File: config.mk
export PLATFORM = sky130hd
export DESIGN_NAME = gpio_mmio_port
export DESIGN_NICKNAME = d
export VERILOG_FILES = /design/src/rtl/gpio_mmio_pkg.sv /design/src/rtl/gpio_rst_sync.sv /design/src/rtl/gpio_lane_map.sv /design/src/rtl/gpio_in_sync.sv /design/src/rtl/gpio_latch_ctrl.sv /design/src/rtl/gpio_mmio_port.sv
export SDC_FILE = /design/constraint.sdc
export NUM_CORES = 1
export LEC_CHECK = 0
export BUFFER_PORTS_ARGS = -buffer_cell sky130_fd_sc_hd__buf_2
export CORE_UTILIZATION = 45
export DETAILED_ROUTE_END_ITERATION = 6
export PLACE_DENSITY_LB_ADDON = 0.05
export SETUP_SLACK_MARGIN = 0.4
export SLEW_MARGIN = 20
export SYNTH_ARGS = -nofsm -noshare
export SYNTH_HDL_FRONTEND = slang
export SYNTH_SLANG_ARGS = --single-unit
export TNS_END_PERCENT = 50
File: constraint.sdc
create_clock -name clk -period 5.3 [get_ports clk]
set_input_delay 0.53 -clock clk [delete_from_list [all_inputs] [get_ports clk]]
set_output_delay 0.53 -clock clk [all_outputs]
set_load 0.01 [all_outputs]
File: src/rtl/gpio_mmio_pkg.sv
package gpio_mmio_pkg;

  typedef enum logic [1:0] {
    DIR_NONE     = 2'd0,
    DIR_OUT_HIGH = 2'd1,
    DIR_IN_HIGH  = 2'd2
  } dir_mode_e;

  localparam int SEL_W = 6;

  localparam logic [SEL_W-1:0] WS_DATA = 6'b000001;
  localparam logic [SEL_W-1:0] WS_OSET = 6'b000010;
  localparam logic [SEL_W-1:0] WS_OCLR = 6'b000100;
  localparam logic [SEL_W-1:0] WS_DIR  = 6'b001000;
  localparam logic [SEL_W-1:0] WS_DSET = 6'b010000;
  localparam logic [SEL_W-1:0] WS_DCLR = 6'b100000;

  localparam logic [2:0] RA_PINS = 3'd0;
  localparam logic [2:0] RA_OUT  = 3'd1;
  localparam logic [2:0] RA_DIR  = 3'd3;

endpackage

File: src/rtl/gpio_rst_sync.sv
module gpio_rst_sync (
  input  logic clk,
  input  logic rst_n,
  output logic rst_ok_n
);
  logic stage1_q, stage2_q;

  always_ff @(posedge clk or negedge rst_n) begin
    if (!rst_n) begin
      stage1_q <= 1'b0;
      stage2_q <= 1'b0;
    end else begin
      stage1_q <= 1'b1;
      stage2_q <= stage1_q;
    end
  end

  assign rst_ok_n = stage2_q;
endmodule

File: src/rtl/gpio_lane_map.sv
module gpio_lane_map #(
  parameter int WIDTH     = 32,
  parameter bit BIT_REV   = 1'b0,
  parameter bit BYTE_SWAP = 1'b0
) (
  input  logic [WIDTH-1:0] bus_in,
  output logic [WIDTH-1:0] pin_out,
  input  logic [WIDTH-1:0] pin_in,
  output logic [WIDTH-1:0] bus_out
);
  localparam int NBYTES = WIDTH / 8;

  logic [WIDTH-1:0] bus_swapped;
  logic [WIDTH-1:0] pin_regorder;

  for (genvar i = 0; i < WIDTH; i++) begin : g_lane
    // register bit i sits on this bus bit (byte swap is its own inverse)
    localparam int SWI = BYTE_SWAP ? ((NBYTES - 1 - i / 8) * 8 + i % 8) : i;
    // register bit feeding pin i (mirror is its own inverse)
    localparam int RVI = BIT_REV ? (WIDTH - 1 - i) : i;
    assign bus_swapped[i]  = bus_in[SWI];
    assign pin_out[i]      = bus_swapped[RVI];
    assign pin_regorder[i] = pin_in[RVI];
    assign bus_out[i]      = pin_regorder[SWI];
  end
endmodule

File: src/rtl/gpio_in_sync.sv
module gpio_in_sync #(
  parameter int WIDTH = 32
) (
  input  logic             clk,
  input  logic             rst_ok_n,
  input  logic [WIDTH-1:0] pad_in,
  output logic [WIDTH-1:0] pin_sync
);
  logic [WIDTH-1:0] meta_q, sync_q;

  always_ff @(posedge clk or negedge rst_ok_n) begin
    if (!rst_ok_n) begin
      meta_q <= '0;
      sync_q <= '0;
    end else begin
      meta_q <= pad_in;
      sync_q <= meta_q;
    end
  end

  assign pin_sync = sync_q;
endmodule

File: src/rtl/gpio_latch_ctrl.sv
module gpio_latch_ctrl
  import gpio_mmio_pkg::*;
#(
  parameter int        WIDTH    = 32,
  parameter dir_mode_e DIR_MODE = DIR_OUT_HIGH,
  parameter bit        SET_ONLY = 1'b0
) (
  input  logic             clk,
  input  logic             rst_ok_n,
  input  logic [SEL_W-1:0] wr_sel,
  input  logic [WIDTH-1:0] wr_pins,
  output logic [WIDTH-1:0] latch_q,
  output logic [WIDTH-1:0] dir_q,
  output logic [WIDTH-1:0] oe
);
  localparam logic [WIDTH-1:0] DIR_RST = (DIR_MODE == DIR_IN_HIGH) ? '1 : '0;
  localparam bit HAS_DIR = (DIR_MODE != DIR_NONE);

  logic             wr_data, wr_oset, wr_oclr, wr_dir, wr_dset, wr_dclr;
  logic [WIDTH-1:0] latch_d, dir_d;
  logic             latch_en, dir_en;

  assign wr_data = |(wr_sel & WS_DATA);
  assign wr_oset = |(wr_sel & WS_OSET);
  assign wr_oclr = |(wr_sel & WS_OCLR);
  assign wr_dir  = |(wr_sel & WS_DIR);
  assign wr_dset = |(wr_sel & WS_DSET);
  assign wr_dclr = |(wr_sel & WS_DCLR);

  // output latch: data load first, then set, then clear
  always_comb begin
    latch_d = latch_q;
    if (wr_data) latch_d = wr_pins;
    if (SET_ONLY) begin
      if (wr_oset) latch_d = wr_pins;
    end else begin
      if (wr_oset) latch_d = latch_d | wr_pins;
      if (wr_oclr) latch_d = latch_d & ~wr_pins;
    end
  end

  assign latch_en = wr_data | wr_oset | (wr_oclr & !SET_ONLY);

  always_ff @(posedge clk or negedge rst_ok_n) begin
    if (!rst_ok_n)     latch_q <= '0;
    else if (latch_en) latch_q <= latch_d;
  end

  // direction word: load, then set, then clear
  always_comb begin
    dir_d = dir_q;
    if (wr_dir)  dir_d = wr_pins;
    if (wr_dset) dir_d = dir_d | wr_pins;
    if (wr_dclr) dir_d = dir_d & ~wr_pins;
  end

  assign dir_en = HAS_DIR & (wr_dir | wr_dset | wr_dclr);

  always_ff @(posedge clk or negedge rst_ok_n) begin
    if (!rst_ok_n)   dir_q <= DIR_RST;
    else if (dir_en) dir_q <= dir_d;
  end

  if (DIR_MODE == DIR_OUT_HIGH) begin : g_oe_direct
    assign oe = dir_q;
  end else if (DIR_MODE == DIR_IN_HIGH) begin : g_oe_invert
    assign oe = ~dir_q;
  end else begin : g_oe_always
    assign oe = '1;
  end
endmodule

File: src/rtl/gpio_mmio_port.sv
module gpio_mmio_port
  import gpio_mmio_pkg::*;
#(
  parameter int        WIDTH     = 32,
  parameter dir_mode_e DIR_MODE  = DIR_OUT_HIGH,
  parameter bit        SET_ONLY  = 1'b0,
  parameter bit        BIT_REV   = 1'b0,
  parameter bit        BYTE_SWAP = 1'b0
) (
  input  logic             clk,
  input  logic             rst_n,
  input  logic [5:0]       wr_sel,
  input  logic [WIDTH-1:0] wdata,
  input  logic [2:0]       raddr,
  output logic [WIDTH-1:0] rdata,
  input  logic [WIDTH-1:0] pad_in,
  output logic [WIDTH-1:0] pad_out,
  output logic [WIDTH-1:0] pad_oe
);
  if (WIDTH != 8 && WIDTH != 16 && WIDTH != 32 && WIDTH != 64) begin : g_bad_width
    $error("gpio_mmio_port: WIDTH must be 8, 16, 32 or 64");
  end
  if (BYTE_SWAP && WIDTH == 64) begin : g_bad_swap
    $error("gpio_mmio_port: byte swapping is not available at 64 bits");
  end

  logic             rst_ok_n;
  logic [WIDTH-1:0] wr_pins;
  logic [WIDTH-1:0] pin_sync;
  logic [WIDTH-1:0] latch_q;
  logic [WIDTH-1:0] dir_q;
  logic [WIDTH-1:0] rd_pins;

  gpio_rst_sync u_rst_sync (
    .clk      (clk),
    .rst_n    (rst_n),
    .rst_ok_n (rst_ok_n)
  );

  gpio_lane_map #(
    .WIDTH     (WIDTH),
    .BIT_REV   (BIT_REV),
    .BYTE_SWAP (BYTE_SWAP)
  ) u_lane_map (
    .bus_in  (wdata),
    .pin_out (wr_pins),
    .pin_in  (rd_pins),
    .bus_out (rdata)
  );

  gpio_in_sync #(
    .WIDTH (WIDTH)
  ) u_in_sync (
    .clk      (clk),
    .rst_ok_n (rst_ok_n),
    .pad_in   (pad_in),
    .pin_sync (pin_sync)
  );

  gpio_latch_ctrl #(
    .WIDTH    (WIDTH),
    .DIR_MODE (DIR_MODE),
    .SET_ONLY (SET_ONLY)
  ) u_latch_ctrl (
    .clk      (clk),
    .rst_ok_n (rst_ok_n),
    .wr_sel   (wr_sel),
    .wr_pins  (wr_pins),
    .latch_q  (latch_q),
    .dir_q    (dir_q),
    .oe       (pad_oe)
  );

  // read mux in pin order; the lane map turns it into bus order
  always_comb begin
    case (raddr)
      RA_PINS: rd_pins = pin_sync;
      RA_OUT:  rd_pins = latch_q;
      RA_DIR:  rd_pins = (DIR_MODE == DIR_NONE) ? '0 : dir_q;
      default: rd_pins = '0;
    endcase
  end

  assign pad_out = latch_q;
endmodule

; Yosys cells after proc, flatten, opt, wreduce, memory -nomap -nowiden
; Index checks and enable logic that the tools add are counted.
[totals]
elab_cells = 25
ff_bits = 130
out_inout_bits = 96
[classes]
bitwise_logic = 9
reduce_logical = 1
mux = 7
eq_ne = 2
[op_table]
columns = operator, count
row1 = $mux 32, 6
row2 = $pmux 32 s3, 1
row3 = $and 32x32->32, 2
row4 = $or 32x32->32, 2
row5 = $not 32->32, 1
row6 = $or 1x1->1, 4
row7 = $eq 3x1->1 const B, 1
row8 = $eq 3x2->1 const B, 1
row9 = $logic_not 3->1, 1

; Depth between registers and ports, before layout
; Gate-level depths: netlist of the first run.
[depth]
depth_word = 5
mapped_depth = 5
depth_no_buf = 3

; Modules after synthesis
; A second synthesis of the first run with hierarchy kept.
[unflattened]
hier_cells = 588
area_unflattened_um2 = 6480.0
[by_module_without_submodules]
columns = module, n_inst, seq_area_each_um2, cells_per_inst, area_per_inst_um2
row1 = gpio_latch_ctrl, 1, 1601.5, 344, 3419.5
row2 = gpio_in_sync, 1, 1601.5, 64, 1601.5
row3 = gpio_mmio_port, 1, 0.0, 113, 924.6
row4 = gpio_lane_map, 1, 0.0, 64, 480.5
row5 = gpio_rst_sync, 1, 50.0, 3, 53.8

; Worst setup path before layout of the first run
; No wires, ideal clock.
[synth_path]
kind = input port to output port
startpoint = in raddr[1]
endpoint = out rdata[10]
t_required_ns = 4.770
path_stages = 5
slack_ns = 3.423
t_arrival_ns = 1.347
cell_sequence = buf_4 inv_2 buf_2 a21oi_1 a211oi_1
[synth_via]
elab_chain_len = 2
word_cells_on_any_way = 4
[synth_lines]
columns = element, line
row1 = start: declaration, gpio_mmio_port.sv:14  ; input logic [2:0] raddr,
row2 = "$eq 3x2->1, or another cell as far along", gpio_mmio_port.sv:76  ; case (raddr)
row3 = $pmux 32 s3 (*), gpio_mmio_port.sv:76
row4 = end: declaration, gpio_mmio_port.sv:15  ; output logic [WIDTH-1:0] rdata,
; Mark *: on every way between the ends. The rest lies on a longest branch, timed or not.

; Final worst setup path of the first run
[layout_path]
startpoint = in raddr[1]
endpoint = out rdata[31]
; Same word-level chain as after synthesis.

==> results of run 1 <==
-- layer usage --
metal / wire length, µm / share of wire, % / vias to the layer above / track usage (%)
li1: - / - / 2003 / -
met1: 6490 / 45 / 2178 / 31.7
met2: 7070 / 49 / 126 / 38.2
met3: 712 / 4.9 / 11 / 5.73
met4: 150 / 1.0 / 0 / 7.98
met5: 0 / 0 / - / 0
-- layout by cell type, fill, tap and decap left out --
master | synthesis | final
a211oi_1 | 78 | 78
a211oi_2 | 15 | 15
a21oi_1 | 79 | 79
a21oi_2 | 17 | 17
and2b_1 | 2 | 2
buf_16 | 0 | 1
buf_2 | 6 | 170
buf_4 | 2 | 3
clkbuf_1 | 16 | 2
clkbuf_16 | 0 | 17
clkbuf_8 | 0 | 3
clkinv_2 | 0 | 6
clkinvlp_4 | 0 | 4
conb_1 | 1 | 1
dfrtp_1 | 130 | 129
dfrtp_4 | 0 | 1
dlygate4sd3_1 | 0 | 1
inv_2 | 1 | 1
mux2i_1 | 32 | 32
nor2b_1 | 62 | 62
o22ai_1 | 3 | 3
or2_1 | 2 | 1
or2_2 | 0 | 1
-- worst reg2reg max path, cell delays in order (launching register included) --
cell,delay [ns]
dfrtp_4,0.72
buf_16,0.30
buf_4,0.61
-- logic make-up (layout without fill, tap and decap cells) --
family / Yosys count / after routing / share of synthesized area [%]
DFF: 130 / 130 / 58.4
buffers and inverters: 38 / 208 / 4.31
and+or+nand+nor: 66 / 66 / 7.46
muxes: 32 / 32 / 5.75
AOI/OAI and AO/OA: 192 / 192 / 24.0
other: 1 / 1 / 0.0673
-- worst paths after layout --
check | to | cells past startpoint | slack [ns]
max in group asynchronous | u_latch_ctrl.latch_q[8]$_DFFE_PN0P_ | 2 | 3.73
worst min-delay path | u_in_sync.meta_q[8]$_DFF_PN0_ | 1 | 0.22
worst min register to register | u_in_sync.meta_q[10]$_DFF_PN0_ | 0 | 0.29
min in group asynchronous | u_in_sync.meta_q[10]$_DFF_PN0_ | 0 | 0.29
worst max-delay path | rdata[31] | 5 | 2.29
worst max register to register | u_latch_ctrl.latch_q[8]$_DFFE_PN0P_ | 2 | 3.73
-- cells in the mapped netlist --
cell	n	area share [%]
buf_6	11	2.2
and2b_1	2	0.27
conb_1	1	0.067
dfrtp_1	130	58
nor2b_1	62	7.0
a21oi_2	17	2.7
buf_1	2	0.13
o22ai_1	3	0.34
or2_1	2	0.22
buf_2	6	0.54
a211oi_1	78	11
buf_4	2	0.27
a211oi_2	15	3.4
a21oi_1	79	7.1
mux2i_1	32	5.8
inv_2	1	0.067
clkbuf_1	16	1.1
-- metrics by stage --
stage / utilization (%) / instance area (µm²)
2_1_floorplan: - / 5570
3_3_place_gp: 53.2 / 6420
6_report: 58.0 / 6990
3_5_place_dp: 53.2 / 6420
5_1_grt: 58.0 / 6990
4_1_cts: 57.7 / 6960
-- registers in the layout, indices dropped and copies added (netlist names) --
| register | count |
|---|---|
| u_in_sync.meta_q | 32 |
| u_in_sync.pin_sync | 32 |
| u_latch_ctrl.dir_q | 32 |
| u_latch_ctrl.latch_q | 32 |
| u_rst_sync.rst_ok_n | 1 |
| u_rst_sync.stage1_q | 1 |
-- layout make-up --
type,instances,area share [%]
clock inverters,10,0.859
flip-flops and latches,130,46.6
well taps,168,3.01
multi-input cells,291,29.7
clock buffers,22,6.78
repair buffers,175,13.0
inverters,1,0.0537
-- power by group through the flow --
stage          clock network, W  registers [W]  logic, W
2_1_floorplan                 0        0.00117  0.000175
3_3_place_gp                  0        0.00115  0.000343
3_5_place_dp                  0        0.00115  0.000351
4_1_cts                 0.00106        0.00114  0.000353
5_1_grt                 0.00110        0.00114  0.000394
6_report                0.00104        0.00113  0.000358
==> results.sh, run 1 <==
export IMPL_vias=4318
export IMPL_arrival_ns=2.48
export IMPL_cts_tree="built"
export IMPL_drive_gt1_share_pct=38.0
export IMPL_fin_skew_ns=0.00355
export IMPL_p_seq_share_pct=44.7
export IMPL_syn_avg_cell_area_um2=12.1
export IMPL_fin_nets=691
export IMPL_drt_pass1_iter_count=6
export IMPL_ir_drop_uv=223
export IMPL_syn_inst=459
export IMPL_fp_coreArea_um2=12100
export IMPL_grt_overflow_total=0
export IMPL_start_util_pct=46.2
export IMPL_postCtsSetupBuffers=0
export IMPL_cap_violations=0
export IMPL_synth_area_um2=5570
export IMPL_crit_fanout=33
export IMPL_comb_power_share_pct=14.2
export IMPL_cp_top_family="buffers and inverters"
export IMPL_numPortBuffers=170
export IMPL_drt_iter0_drc=164
export IMPL_io_pins=171
export IMPL_h_tree_depth=4
export IMPL_synth_cell_types=17
export IMPL_power_internal_w=0.00185
export IMPL_status="complete, no violations"
export IMPL_multi_input_area_um2=2080
export IMPL_worstPathCellList="buf_2 -> inv_2 -> a21oi_1 -> a211oi_1 -> buf_2"
export IMPL_hp_class="input port to flop"
export IMPL_totalWireLength_um=14400
export IMPL_fin_cells=797
export IMPL_startpoint="raddr[1]"
export IMPL_antenna_found_initial=0
export IMPL_setup_ws_ns=2.29
export IMPL_clock_fmax_mhz=332
export IMPL_fin_crit_ns=3.01
export IMPL_drc=0
export IMPL_grt_pass1_vias=4315
export IMPL_finalHoldViolations=0
export IMPL_gp_congestion=0.746
export IMPL_rsz0062_at_grt="false"
export IMPL_setup_tns_ns=0
export IMPL_nFillCells=1061
export IMPL_synth_seq_cells=130
export IMPL_path_clk_slew_ns=0.06
export IMPL_root_buffer="clkbuf_16"
export IMPL_rows=40
export IMPL_wl_per_cell_um=18.1
export IMPL_dp_hpwl_um=9000
export IMPL_dieWidth_um=113
export IMPL_antenna_cells=0
export IMPL_fin_crit_sh_pct=56.8
export IMPL_dieArea_um2=12800
export IMPL_power_density_nw_per_um2=362
export IMPL_cp_required_ns=4.77
export IMPL_finalPower_w=0.00253
export IMPL_max_slew_margin_pct=26.7
export IMPL_min_from="pad_in[8]"
export IMPL_worstSetupStartpointType="input port"
export IMPL_grt_pass1_wl_um=23000
export IMPL_syn_nets=534
export IMPL_cp_slowest_cell="buf_2"
export IMPL_crit_buf_inv=3
export IMPL_ys_warn_count=0
export IMPL_grt_max_degree=82
export IMPL_seq_area_frac_synth_pct=58.4
export IMPL_pwr_share_clk_pct=41.1
export IMPL_cts_resized=0
export IMPL_power_leakage_nw=3.22
export IMPL_setup_viol=0
export IMPL_worst_slew_pin_slew_ns=1.10
export IMPL_clock_latency_ns=0.41
export IMPL_critical_path_max_stage_delay_ns=0.81
export IMPL_die_y_um=113
export IMPL_cts_buffers=17
export IMPL_p_switching_w=0.000681
export IMPL_finalMaxSlewViolations=0
export IMPL_whs_ns=0.222
export IMPL_via_per_inst=5.42
export IMPL_cp_end_kind="primary output"
export IMPL_clk_path_buf_depth=2
export IMPL_path_class="input port to primary output"
export IMPL_cp_common_cell="buf_2"
export IMPL_rr_startpoint="u_rst_sync.rst_ok_n$_DFF_PN0_"
export IMPL_p_sw_share_pct=26.9
export IMPL_ant_nets=0
export IMPL_hold_buffers=1
export IMPL_cts_sinks=130
export IMPL_post_place_ws_ns=2.27
export IMPL_grt_use_total_pct=23.8
export IMPL_seq_area_um2=3260
export IMPL_dp_cells=763
export IMPL_areaGrowthSynthToFinish_pct=25.5
No activity file was read; power rests on OpenSTA's default activity.
==> inputs of run 2 (changes only) <==
clock period = 2.9 ns   (was 5.3 ns; I/O delays follow)
==> results.sh, run 2 (same netlist as run 1, synthesis figures left out) <==
export IMPL_rr_startpoint="u_rst_sync.rst_ok_n$_DFF_PN0_"
export IMPL_p_sw_share_pct=26.8
export IMPL_hold_path_depth=2
export IMPL_gp_congestion=0.783
export IMPL_grt_pass1_wl_um=23600
export IMPL_worst_slew_pin_slew_ns=0.939
export IMPL_die_y_um=113
export IMPL_finalHoldViolations=0
export IMPL_fin_nets=726
export IMPL_layout_commonest_cell="buf_2"
export IMPL_via_per_inst=5.33
export IMPL_power_density_nw_per_um2=654
export IMPL_finalPower_w=0.00483
export IMPL_fp_coreArea_um2=12100
export IMPL_grt_pass1_vias=4460
export IMPL_setup_tns_ns=0
export IMPL_dp_hpwl_um=9320
export IMPL_max_slew_margin_pct=37.4
export IMPL_path_clk_slew_ns=0.06
export IMPL_vias=4431
export IMPL_dieWidth_um=113
export IMPL_comb_power_share_pct=14.2
export IMPL_cts_buffers=17
export IMPL_wl_per_cell_um=18.0
export IMPL_root_buffer="clkbuf_16"
export IMPL_cts_tree="built"
export IMPL_status="complete, no violations"
export IMPL_fin_skew_ns=0.00557
export IMPL_grt_use_total_pct=24.4
export IMPL_clk_path_buf_depth=2
export IMPL_totalWireLength_um=15000
export IMPL_numPortBuffers=170
export IMPL_r2r_end="u_in_sync.meta_q[19]$_DFF_PN0_"
export IMPL_nFillCells=996
export IMPL_start_util_pct=46.2
export IMPL_final_cell_mix="buf_2, dfrtp_1, a21oi_1, a211oi_1, nor2b_1"
export IMPL_power_internal_w=0.00354
export IMPL_drive_gt1_share_pct=36.7
export IMPL_p_seq_share_pct=42.9
export IMPL_drt_pass1_iter_count=4
export IMPL_clock_fmax_mhz=483
export IMPL_io_pins=171
export IMPL_crit_fanout=32
export IMPL_grt_overflow_total=0
export IMPL_setup_viol=0
export IMPL_worstSetupStartpointType="input port"
export IMPL_rows=40
export IMPL_clock_latency_ns=0.41
export IMPL_rrSetupSlack_ns=1.71
export IMPL_seq_area_um2=3260
export IMPL_final_area_um2=7380
export IMPL_grt_max_degree=55
export IMPL_rsz0062_at_grt="false"
export IMPL_dieArea_um2=12800
export IMPL_multi_input_area_um2=2080
export IMPL_arrival_ns=1.78
export IMPL_h_tree_depth=4
export IMPL_power_leakage_nw=3.39
export IMPL_hp_class="input port to flop"
export IMPL_fin_crit_sh_pct=71.5
export IMPL_cap_violations=0
export IMPL_areaGrowthSynthToFinish_pct=32.6
export IMPL_finalMaxSlewViolations=0
export IMPL_dpl_cell_area_um2=6470
export IMPL_fin_crit_ns=2.07
export IMPL_pwr_share_clk_pct=42.9
export IMPL_r2r_cells=1
export IMPL_cp_end_kind="primary output"
export IMPL_p_switching_w=0.00130
export IMPL_ir_drop_uv=351
export IMPL_antenna_cells=0
export IMPL_drc=0
export IMPL_cts_sinks=130
export IMPL_ant_nets=0
export IMPL_path_class="input port to primary output"
export IMPL_drt_iter0_drc=150
export IMPL_antenna_found_initial=0
export IMPL_min_from="wdata[14]"
export IMPL_cp_required_ns=2.61
export IMPL_hold_path_endpoint="u_latch_ctrl.dir_q[14]$_DFFE_PN0P_"
-- run 2: changes by cell type in the layout (fill, tap and decap cells not counted), sizes merged --
| cell | delta |
|---|---|
| clkbuf | -4 |
| clkinv | +1 |
| buf | +3 |
| dlygate4sd3 | +32 |
| bufinv | +2 |
| clkinvlp | +1 |
-- run 2: area by class of cell --
type                       count  share of cell area [%]
inverter                       1                  0.0508
tap                          168                    2.85
clock inverter                14                    1.90
clock buffer                  18                    5.95
sequential                   130                    44.1
multi-input combinational    291                    28.1
timing repair buffer         210                    17.0
-- run 2: power by group through the flow --
stage	Combinational [W]	Sequential, W	Clock [W]
CTS	0.000693	0.00207	0.00210
global placement	0.000643	0.00210	0
detailed placement	0.000658	0.00210	0
floorplan	0.000320	0.00213	0
finish	0.000688	0.00207	0.00207
global route	0.000755	0.00209	0.00218
-- run 2: metrics by stage --
step	instances	hold WS, ns	utilization (%)	worst slack [ns]
2_1_floorplan	459	-0.00559	-	0.736
3_3_place_gp	767	0.0782	53.7	0.854
3_5_place_dp	767	0.0811	53.7	0.848
4_1_cts	832	0.106	61.2	0.845
5_1_grt	832	0.117	61.2	0.730
6_report	832	0.126	61.2	0.828
-- run 2: worst max path at each step --
stage | cells after the start | startpoint | end
final | 5 | raddr[1] | rdata[25]
after floorplan | 0 | u_rst_sync.rst_ok_n$_DFF_PN0_ | u_in_sync.meta_q[0]$_DFF_PN0_
after detailed placement | 5 | raddr[1] | rdata[6]
after global routing | 5 | raddr[1] | rdata[8]
after global placement | 5 | raddr[1] | rdata[6]
after CTS | 5 | raddr[1] | rdata[6]
-- run 2: layer usage --
metal	share of wire, %	GRT usage (%)	vias up	wire length [µm]
met3	5.0	5.41	20	744
met2	47	38.7	126	7110
li1	-	-	2074	-
met5	0	0	-	0
met4	1.8	9.65	0	267
met1	46	32.7	2211	6880
-- run 2: worst max-delay path, stage by stage --
cell,delay (ns)
buf_2,0.26
inv_2,0.57
a21oi_1,0.16
a211oi_1,0.29
buf_2,0.19
-- run 2: what timing repair did --
item                      4_1_cts  5_1_grt
buffers inserted                0        0
resized for setup               0        0
hold buffers                   33        0
hold endpoints to repair       34        0
==> inputs of run 3 (changes only) <==
clock period = 1.7 ns   (was 2.9 ns; I/O delays follow)
==> results.sh, run 3 (same netlist as run 1, synthesis figures left out) <==
export IMPL_fin_crit_ns=1.49
export IMPL_numPortBuffers=170
export IMPL_h_tree_depth=4
export IMPL_finalMaxSlewViolations=0
export IMPL_critical_path_max_stage_delay_ns=0.38
export IMPL_setup_viol=0
export IMPL_clock_latency_ns=0.42
export IMPL_hp_class="input port to flop"
export IMPL_clock_fmax_mhz=671
export IMPL_drt_pass1_iter_count=4
export IMPL_fin_skew_ns=0.00540
export IMPL_rows=40
export IMPL_status="complete, no violations"
export IMPL_wl_per_cell_um=18.2
export IMPL_whs_ns=0.0170
export IMPL_rsz0062_at_grt="true"
export IMPL_cts_tree="built"
export IMPL_arrival_ns=1.32
export IMPL_cp_slowest_cell="dfrtp_1"
export IMPL_hold_path_depth=2
export IMPL_antenna_found_initial=0
export IMPL_fin_nets=799
export IMPL_setup_tns_ns=0
export IMPL_layout_commonest_cell="buf_2"
export IMPL_final_cell_mix="buf_2, dfrtp_1, a21oi_1, a211oi_1, nor2b_1"
export IMPL_root_buffer="clkbuf_16"
export IMPL_cts_buffers=17
export IMPL_rrSetupSlack_ns=0.69
export IMPL_hold_path_endpoint="u_latch_ctrl.dir_q[18]$_DFFE_PN0P_"
export IMPL_worstSetupStartpointType="flop"
export IMPL_cp_required_ns=1.53
export IMPL_via_per_inst=5.23
export IMPL_start_util_pct=46.2
export IMPL_finalPower_w=0.00905
export IMPL_dieArea_um2=12800
export IMPL_max_slew_margin_pct=36.5
export IMPL_ant_nets=0
export IMPL_grt_overflow_total=0
export IMPL_path_clk_slew_ns=0.06
export IMPL_path_class="flop to primary output"
export IMPL_clk_path_buf_depth=2
export IMPL_crit_buf_inv=1
export IMPL_grt_pass1_vias=4786
export IMPL_r2r_end="u_latch_ctrl.dir_q[28]$_DFFE_PN0P_"
export IMPL_grt_max_degree=47
export IMPL_io_pins=171
export IMPL_grt_use_total_pct=26.7
export IMPL_crit_fanout=2
export IMPL_die_y_um=113
export IMPL_r2r_cells=4
export IMPL_drc=0
export IMPL_fin_crit_sh_pct=87.6
export IMPL_fp_coreArea_um2=12100
export IMPL_worstPathCellList="mux2i_1 -> a211oi_1 -> buf_2"
export IMPL_finalHoldViolations=0
export IMPL_gp_congestion=0.804
export IMPL_areaGrowthSynthToFinish_pct=47.6
export IMPL_post_place_ws_ns=0.216
export IMPL_rr_startpoint="u_latch_ctrl.dir_q[28]$_DFFE_PN0P_"
export IMPL_power_density_nw_per_um2=1100
export IMPL_drt_iter0_drc=211
export IMPL_worst_slew_pin_slew_ns=0.952
export IMPL_dp_hpwl_um=9720
export IMPL_grt_pass1_wl_um=25700
export IMPL_antenna_cells=0
export IMPL_dieWidth_um=113
export IMPL_power_leakage_nw=3.81
export IMPL_cts_sinks=130
export IMPL_totalWireLength_um=16400
export IMPL_final_core_util_pct=68.1
export IMPL_cp_top_family="flip-flops"
export IMPL_cap_violations=0
export IMPL_min_from="wdata[18]"
export IMPL_nFillCells=917
export IMPL_drive_gt1_share_pct=42.2
export IMPL_cp_end_kind="primary output"
export IMPL_ir_drop_uv=678
export IMPL_setup_ws_ns=0.211
export IMPL_vias=4734
## run 3: how the worst max path moves through the flow
stage	from	end	slack, ns	cells past startpoint
global route	u_latch_ctrl.dir_q[11]$_DFFE_PN0P_	rdata[11]	0.13	3
finish	u_latch_ctrl.dir_q[25]$_DFFE_PN0P_	rdata[25]	0.21	3
floorplan	u_rst_sync.rst_ok_n$_DFF_PN0_	u_in_sync.meta_q[0]$_DFF_PN0_	0.32	0
CTS	u_latch_ctrl.dir_q[23]$_DFFE_PN0P_	rdata[23]	0.19	3
global placement	raddr[1]	rdata[19]	0.22	5
detailed placement	wr_sel[0]	u_latch_ctrl.latch_q[1]$_DFFE_PN0P_	0.22	4
## run 3: through the flow
stage | area, µm² | instances
2_1_floorplan | 5570 | 459
5_1_grt | 8220 | 905
3_5_place_dp | 6600 | 775
4_1_cts | 8060 | 889
3_3_place_gp | 6600 | 775
6_report | 8220 | 905
## run 3: what timing repair did
item / CTS / global route
endpoints found under the hold margin: 68 / 0
setup endpoints to repair: 32 / 37
setup buffers: 28 / 16
hold buffers: 54 / 0
pin swaps: 15 / 13
gates resized for setup: 11 / 7
## run 3: report_power, final
part | total (W) | switching [W] | internal [W]
Clock | 0.00404 | 0.00136 | 0.00268
Combinational | 0.00150 | 0.000776 | 0.000724
Sequential | 0.00351 | 0.000169 | 0.00334
Total | 0.00905 | 0.00231 | 0.00674
## run 3: per-layer routing
metal	wire, µm	global-route usage (%)
met5	0	0
met2	8050	43.9
met4	272	9.39
met3	878	5.84
met1	7240	35.1
## run 3: area by class of cell
class,instances,area [µm²],share of cell area (%)
tap,168,210,2.56
timing repair buffer,283,1920,23.4
sequential,130,3260,39.6
multi-input combinational,291,2160,26.3
clock buffer,19,453,5.51
clock inverter,13,206,2.51
inverter,1,3.75,0.0457
